--- config.mk ---
export PLATFORM = sky130hd
export DESIGN_NAME = codec_audio_port
export DESIGN_NICKNAME = d
export VERILOG_FILES = /design/src/rtl/codec_audio_port.sv
export SDC_FILE = /design/constraint.sdc
export NUM_CORES = 1
export LEC_CHECK = 0
export ABC_AREA = 1
export ABC_CLOCK_PERIOD_IN_PS = 1900
export BUFFER_PORTS_ARGS = -buffer_cell sky130_fd_sc_hd__buf_2
export CORE_AREA = 10 10 195 197
export DETAILED_ROUTE_END_ITERATION = 6
export DIE_AREA = 0 0 205 207
export REMOVE_ABC_BUFFERS = 1
export SLEW_MARGIN = 20
export SYNTH_ARGS = -nofsm -noshare
export SYNTH_HDL_FRONTEND = slang
export SYNTH_SLANG_ARGS = --single-unit
--- constraint.sdc ---
create_clock -name clk -period 1.9 [get_ports clk]
set_clock_uncertainty 0.1 [all_clocks]
set_input_delay 0.475 -clock clk [delete_from_list [all_inputs] [get_ports clk]]
set_output_delay 0.475 -clock clk [all_outputs]
set_load 0.1 [all_outputs]
--- src/rtl/codec_audio_port.sv ---
module codec_audio_port #(
  parameter int BCLK_HALF = 6
) (
  input  logic        clk,
  input  logic        rst_n,
  input  logic        master_mode,
  input  logic [1:0]  word_sel,
  input  logic        bclk_in,
  output logic        bclk_out,
  output logic        bclk_oe,
  input  logic        adc_lrc,
  output logic        adc_dat,
  input  logic [31:0] cap_left,
  input  logic [31:0] cap_right,
  input  logic        cap_valid,
  output logic        cap_ready,
  output logic        underrun,
  input  logic        dac_lrc,
  input  logic        dac_dat,
  output logic [31:0] play_left,
  output logic [31:0] play_right,
  output logic        play_valid,
  input  logic        play_ready
);
  localparam int DW = (BCLK_HALF > 2) ? $clog2(BCLK_HALF) : 1;

  logic [DW-1:0] div_cnt;
  logic          bclk_gen;

  always_ff @(posedge clk or negedge rst_n)
    if (!rst_n) begin
      div_cnt  <= '0;
      bclk_gen <= 1'b0;
    end else if (!master_mode) begin
      div_cnt  <= '0;
      bclk_gen <= 1'b0;
    end else if (div_cnt == DW'(BCLK_HALF - 1)) begin
      div_cnt  <= '0;
      bclk_gen <= ~bclk_gen;
    end else begin
      div_cnt  <= div_cnt + DW'(1);
    end

  assign bclk_out = bclk_gen;
  assign bclk_oe  = master_mode;

  logic [2:0] bk;
  logic [1:0] alr, dlr, dd;

  always_ff @(posedge clk or negedge rst_n)
    if (!rst_n) begin
      bk  <= '0;
      alr <= '0;
      dlr <= '0;
      dd  <= '0;
    end else begin
      bk  <= {bk[1:0], master_mode ? bclk_gen : bclk_in};
      alr <= {alr[0], adc_lrc};
      dlr <= {dlr[0], dac_lrc};
      dd  <= {dd[0], dac_dat};
    end

  wire rise = bk[1] & ~bk[2];
  wire fall = ~bk[1] & bk[2];
  wire alrc = alr[1];
  wire dlrc = dlr[1];
  wire ddat = dd[1];

  logic [5:0] wlen;
  always_comb
    case (word_sel)
      2'd0:    wlen = 6'd16;
      2'd1:    wlen = 6'd20;
      2'd2:    wlen = 6'd24;
      default: wlen = 6'd32;
    endcase
  wire [5:0] lshift = 6'd32 - wlen;

  logic        tx_lr;
  logic [5:0]  tx_cnt;
  logic [31:0] tx_sh, hold_l, hold_r;

  assign cap_ready = fall && (alrc != tx_lr) && !alrc;

  always_ff @(posedge clk or negedge rst_n)
    if (!rst_n) begin
      tx_lr    <= 1'b0;
      tx_cnt   <= 6'd32;
      tx_sh    <= '0;
      hold_l   <= '0;
      hold_r   <= '0;
      adc_dat  <= 1'b0;
      underrun <= 1'b0;
    end else if (fall) begin
      if (alrc != tx_lr) begin
        tx_lr   <= alrc;
        tx_cnt  <= '0;
        adc_dat <= 1'b0;
        if (alrc)
          tx_sh <= hold_r << lshift;
        else if (cap_valid) begin
          hold_l <= cap_left;
          hold_r <= cap_right;
          tx_sh  <= cap_left << lshift;
        end else begin
          underrun <= 1'b1;
          tx_sh    <= hold_l << lshift;
        end
      end else if (tx_cnt < wlen) begin
        adc_dat <= tx_sh[31];
        tx_sh   <= {tx_sh[30:0], 1'b0};
        tx_cnt  <= tx_cnt + 6'd1;
      end else begin
        adc_dat <= 1'b0;
      end
    end

  logic        rx_lr;
  logic [5:0]  rx_cnt;
  logic [31:0] rx_sh, rx_l;

  wire        emit    = rise && (dlrc == rx_lr) && (rx_cnt == wlen - 6'd1);
  wire [31:0] rx_word = {rx_sh[30:0], ddat};

  always_ff @(posedge clk or negedge rst_n)
    if (!rst_n) begin
      rx_lr  <= 1'b0;
      rx_cnt <= 6'd32;
      rx_sh  <= '0;
    end else if (rise) begin
      if (dlrc != rx_lr) begin
        rx_lr  <= dlrc;
        rx_cnt <= '0;
        rx_sh  <= '0;
      end else if (rx_cnt < wlen) begin
        rx_sh  <= rx_word;
        rx_cnt <= rx_cnt + 6'd1;
      end
    end

  always_ff @(posedge clk or negedge rst_n)
    if (!rst_n) begin
      rx_l       <= '0;
      play_left  <= '0;
      play_right <= '0;
      play_valid <= 1'b0;
    end else begin
      if (emit && !rx_lr) rx_l <= rx_word;
      if (emit && rx_lr) begin
        play_left  <= rx_l;
        play_right <= rx_word;
        play_valid <= 1'b1;
      end else if (play_ready) begin
        play_valid <= 1'b0;
      end
    end


  cap_edge_chk: assert property (@(posedge clk) disable iff (!rst_n)
    !fall |=> $stable(adc_dat));


  cap_pulse_chk: assert property (@(posedge clk) disable iff (!rst_n)
    cap_ready |=> !cap_ready);


  underrun_set_chk: assert property (@(posedge clk) disable iff (!rst_n)
    cap_ready && !cap_valid |=> underrun);


  underrun_sticky_chk: assert property (@(posedge clk) disable iff (!rst_n)
    underrun |=> underrun);


  play_hold_chk: assert property (@(posedge clk) disable iff (!rst_n)
    play_valid && !play_ready && !emit |=> play_valid && $stable(play_left) && $stable(play_right));

endmodule

==> results of run 1 <==
synthesized netlist by cell type, types with 2 or more instances:
master / number
inv_1: 109
ha_1: 13
o31ai_1: 2
clkbuf_1: 29
nand2_2: 4
dfstp_2: 2
nand3_1: 150
buf_4: 5
inv_2: 7
o21ai_1: 49
buf_1: 6
o21ai_2: 49
a22oi_1: 5
nand2_1: 475
nor2_1: 56
o21ai_0: 76
xnor2_1: 2
nor2_2: 2
buf_6: 14
dfrtp_1: 251
nand4_1: 21
a21oi_1: 51
xor2_1: 8
buf_2: 29
final timing paths:
check | from | end | slack [ns] | depth (start not counted)
max | alr[1]$_DFF_PN0_ | cap_ready | -0.25 | 6
min | cap_right[27] | hold_r[27]$_DFFE_PN0P_ | 0.03 | 3
max reg2reg | alr[1]$_DFF_PN0_ | tx_sh[8]$_DFFE_PN0P_ | -0.25 | 13
min reg2reg | bk[0]$_DFF_PN0_ | bk[1]$_DFF_PN0_ | 0.24 | 0
max in group asynchronous | rst_n | play_left[16]$_DFFE_PN0P_ | 0.69 | 3
min in group asynchronous | rst_n | play_right[7]$_DFFE_PN0P_ | 0.37 | 2
per-stage QoR:
step                      power (mW)  setup WS [ns]  utilization, %  hold slack, ns
after floorplan                9.468         -3.562               -         0.07941
after global placement         10.98        -0.4674           40.35          0.2331
after detailed placement       11.09        -0.5237           40.35          0.2347
after CTS                      17.57        -0.3042           44.73        0.001373
after global routing           20.02        -0.3263           49.05         0.01772
final                          18.98        -0.2468           49.06         0.02635
critical path, cell delays in order (launching register included):
cell and delay, ns:
dfrtp_1 0.40, buf_12 0.15, clkinv_8 0.04, nand2_4 0.04, nor2_4 0.09, buf_6 0.13
buf_12 0.17
cells by family after synthesis:
group                      synth area share, %
DFF                                      53.53
AOI/OAI and AO/OA                        11.79
adders and majority gates                1.375
muxes                                  0.08461
buffers and inverters                    7.667
xor gates and xnor gates                0.7403
and+or+nand+nor                          24.81
per-layer routing:
metal / part of all wire (%) / GRT usage (%) / routed length [um] / up-vias
met5: 0 / 0 / 0 / -
met4: 3.1 / 4.018 / 1085 / 0
met3: 6.0 / 2.637 / 2116 / 64
met2: 47 / 23.91 / 16540 / 314
met1: 44 / 20.35 / 15320 / 5130
li1: - / - / - / 5102
where the power goes:
group,total [mW],leakage (nW),switching (mW),internal [mW]
registers,7.24,3.34,0.757,6.48
clock network,6.31,0.529,2.36,3.95
logic,5.42,4.19,3.13,2.30
total,19.0,8.06,6.24,12.7
registers in the layout, indices dropped and copies added, names as in the netlist, 31 cells and up:
signal,count
hold_l,32
hold_r,32
play_left,32
play_right,32
rx_l,32
tx_sh,32
rx_sh,31
repair_timing:
item | in CTS | in global routing
pin swaps | 1 | 58
hold buffers | 14 | 0
setup endpoints to repair | 79 | 94
resized for setup | 85 | 269
gates cloned | 0 | 7
buffers inserted | 3 | 28
hold endpoints to repair | 54 | 0
cell type report:
class,count,area [um^2]
multi-input cells,970,5555
well taps,455,569.3
diodes,4,10.01
flip-flops and latches,253,6334
inverters,116,467.9
fillers,3186,17380
repair buffers,297,2705
clock buffers,39,845.8
clock inverters,17,252.7
==> impl_metrics.json, run 1 <==
{
  "fin_tns_setup_ns": -5.327,
  "clk_root_buffer_cell": "clkbuf_16",
  "dp_hpwl_um": 23010,
  "status": "complete, but fails checks",
  "ys_warn_count": 0,
  "dieArea_um2": 42440,
  "synth_area_per_cell_um2": 8.320,
  "worstSetupPathType": "reg -> out",
  "yosysSeqAreaShare_pct": 53.53,
  "cts_buffers": 30,
  "clk_pin_slew_ns": 0.06,
  "synth_area_leaders": "dfrtp_1 (53%), nand2_1 (15%), nand3_1 (6.3%)",
  "wl_per_cell_um": 16.30,
  "insertion_delay_ns": 0.55,
  "grt_pass1_wl_um": 53400,
  "antenna_found_initial": 4,
  "via_per_inst": 4.933,
  "dp.cells": 2039,
  "core_area_um2": 34120,
  "crit_path_max_fanout": 2,
  "layout-drive-gt1-share_pct": 34.10,
  "hold_path_class": "in -> reg",
  "row_count": 68,
  "mostFrequentLayoutCell": "nand2_1",
  "area_delta_synth_final_pct": 41.49,
  "gp_congestion": 0.8858,
  "clock-sinks": 253,
  "grt_overflow": 0,
  "fin_nets": 1756,
  "yosysTopAreaCell": "dfrtp_1",
  "ys_types": 31,
  "start_util_pct": 34.68,
  "p_leak_nw": 8.057,
  "synth_area_um2": 11830,
  "portBuffers": 144,
  "firstDrtPassIters": 5,
  "mostFrequentLayoutCells": "nand2_1 (413), dfrtp_1 (251), buf_4 (146), inv_1 (107), nand3_1 (83)",
  "synthCells": 1422,
  "slew_headroom_pct": 62.13,
  "synthArstFlopShare_pct": 100.0,
  "grt_max_degree": 65,
  "fin_crit_sh_pct": 113.0,
  "power_density_nw_per_um2": 1134,
  "die_y_um": 207,
  "drtAntennaViolNets": 0,
  "failed_checks": "setup timing",
  "arrival_ns": 1.57,
  "worstSetupStartpointType": "register",
  "drc": 0,
  "period_needed_ns": 2.147,
  "worstPathRequired_ns": 1.32,
  "die_w_um": 205,
  "grt_pass1_vias": 10236,
  "tightest_slew_ns": 0.5681,
  "setup_violations": 40,
  "postPlaceCellArea_um2": 13770,
  "setup_slack_ns": -0.2468,
  "critPathCaptureType": "output port",
  "final_area_um2": 16740,
  "vias": 10610,
  "dr.first_iter.drc_count": 692,
  "synthFlopType": "dfrtp_1",
  "final_cells": 2151,
  "grt_usage_pct": 14.96,
  "synth_edf_count": 0,
  "peakVddDrop_mv": 0.7695,
  "cts.htree.levels": 1,
  "cts_buffer_depth": 3,
  "fmax_mhz": 465.8,
  "cts_tree": "yes",
  "finalHoldViolations": 0,
  "yosysTopAreaCellShare_pct": 53.09,
  "totalWireLength_um": 35070,
  "ys_ff_latch": 253,
  "grt_setup_unrepaired": "yes",
  "max_cap_viol_count": 0,
  "drv_slew": 0,
  "ios": 145
}
No activity file was read; power rests on OpenSTA's default activity.
==> inputs of run 2 (changes only) <==
- RECOVER_POWER: unset -> 25
- SKIP_CTS_REPAIR_TIMING: unset -> 1
==> run 2 against run 1 <==
Net effect:
- the flow still finishes with violations (setup timing)
- cell count fell by 1.7%
- largest power group unchanged
- via count shrank 3.5%
- first-iteration DRC count is 6.5% lower
- hold slack worse by 0.011 ns
- global-route usage decreased by 0.20 points
- clock power about the same
- routed wire length is 6.1% lower
==> impl_metrics.json, run 2 (synthesis results as in run 1) <==
{
  "status": "complete, but fails checks",
  "failed_checks": "setup timing",
  "met2_usage_pct": 23.68,
  "cp_common_cell": "buf_12",
  "crit_path_max_fanout": 4,
  "totalWireLength_um": 32930,
  "fin_total_pwr_mw": 17.88,
  "dp.cells": 2039,
  "dp_hpwl_um": 23010,
  "worstSetupPathType": "reg -> out",
  "use_met3_pct": 2.669,
  "final_area_um2": 15680,
  "reg2reg_depth": 13,
  "cts_buffers": 30,
  "grt_busiest_layer": "met2",
  "area_delta_synth_final_pct": 32.54,
  "fmax_mhz": 453.6,
  "crit_cells": 6,
  "cts.htree.levels": 1,
  "worstPathRequired_ns": 1.32,
  "use_met1_pct": 20.13,
  "worstSetupStartpointType": "register",
  "period_needed_ns": 2.205,
  "vias": 10240,
  "max_cap_viol_count": 0,
  "grt_pass1_wl_um": 52700,
  "clk_root_buffer_cell": "clkbuf_16",
  "portBuffers": 144,
  "die_w_um": 205,
  "layout-drive-gt1-share_pct": 29.35,
  "cts_buffer_depth": 3,
  "via_per_inst": 4.844,
  "cp_cell_sequence": "buf_12, clkinv_8, nand2_8, nor2_4, buf_6, buf_12",
  "final_cells": 2114,
  "grt_overflow": 0,
  "critPathCaptureType": "output port",
  "postPlaceCellArea_um2": 13770,
  "tightest_slew_ns": 0.9470,
  "p_leak_nw": 7.497,
  "insertion_delay_ns": 0.55,
  "grt_max_degree": 65,
  "power_density_nw_per_um2": 1140,
  "fin_crit_sh_pct": 116.0,
  "cp_slowest_cell": "dfrtp_1",
  "drc": 0,
  "fin_nets": 1720,
  "fill_cells": 3375,
  "clock-sinks": 253,
  "die_y_um": 207,
  "dpl_worst_slack_ns": -0.5237,
  "critical_path.max_stage_delay_ns": 0.40,
  "grt_pass1_vias": 10105,
  "mostFrequentLayoutCells": "nand2_1 (442), dfrtp_1 (251), inv_1 (108), nand3_1 (96), buf_4 (76)",
  "finalHoldViolations": 0,
  "grt_setup_unrepaired": "yes",
  "clk_pin_slew_ns": 0.06,
  "hold_path_class": "in -> reg",
  "drtAntennaViolNets": 0,
  "gp_congestion": 0.8858,
  "start_util_pct": 34.68,
  "core_area_um2": 34120,
  "cts_tree": "yes",
  "crit_buf_inv": 4,
  "grt_usage_pct": 14.76,
  "drv_slew": 0,
  "peakVddDrop_mv": 0.7363,
  "setup_violations": 22,
  "arrival_ns": 1.63,
  "dieArea_um2": 42440,
  "ios": 145,
  "firstDrtPassIters": 5,
  "hold_depth": 3,
  "row_count": 68,
  "dr.first_iter.drc_count": 647,
  "mostFrequentLayoutCell": "nand2_1",
  "antenna_found_initial": 3,
  "postLayoutCoreUtil_pct": 45.96,
  "setup_slack_ns": -0.3047,
  "crit_family": "buffers and inverters",
  "slew_headroom_pct": 36.87,
  "wl_per_cell_um": 15.58
}
[run 2: worst min-delay path: stages]
cell	delay, ns
buf_2	0.07
nand2_1	0.04
nand2_1	0.05
[run 2: report_power, final]
group	leakage [nW]	internal [mW]	switching [mW]
Clock	0.529	3.95	2.35
Sequential	3.34	6.48	0.642
Combinational	3.63	1.73	2.72
[run 2: cell type report]
type                    count  area [um^2]  share of cell area [%]
inverters                 116        447.9                   2.856
repair buffers            261         2101                   13.40
clock inverters            17        252.7                   1.612
multi-input cells         970         5124                   32.67
clock buffers              39        845.8                   5.394
flip-flops and latches    253         6334                   40.39
diodes                      3        7.507                 0.04787
well taps                 455        569.3                   3.630
[run 2: metrics by stage]
| stage | setup TNS (ns) | hold WS, ns |
|---|---|---|
| 6_report | -1.433 | 0.01526 |
| 3_3_place_gp | -64.27 | 0.2331 |
| 2_1_floorplan | -531.50 | 0.07941 |
| 5_1_grt | -4.307 | 0.005621 |
| 4_1_cts | -3.302 | -0.2083 |
| 3_5_place_dp | -69.02 | 0.2347 |
[run 2: final timing paths]
check	start	to	slack, ns
min in group asynchronous	rst_n	play_right[7]$_DFFE_PN0P_	0.53
min	cap_right[30]	hold_r[30]$_DFFE_PN0P_	0.02
max in group asynchronous	rst_n	div_cnt[2]$_DFF_PN0_	0.19
min reg2reg	bk[0]$_DFF_PN0_	bk[1]$_DFF_PN0_	0.24
max	alr[1]$_DFF_PN0_	cap_ready	-0.30
max reg2reg	alr[1]$_DFF_PN0_	tx_sh[30]$_DFFE_PN0P_	-0.11
[run 2: layer usage]
metal	wire (um)	vias to the layer above
li1	-	5012
met1	14690	4934
met2	15480	254
met3	2050	40
met4	706	0
met5	0	-
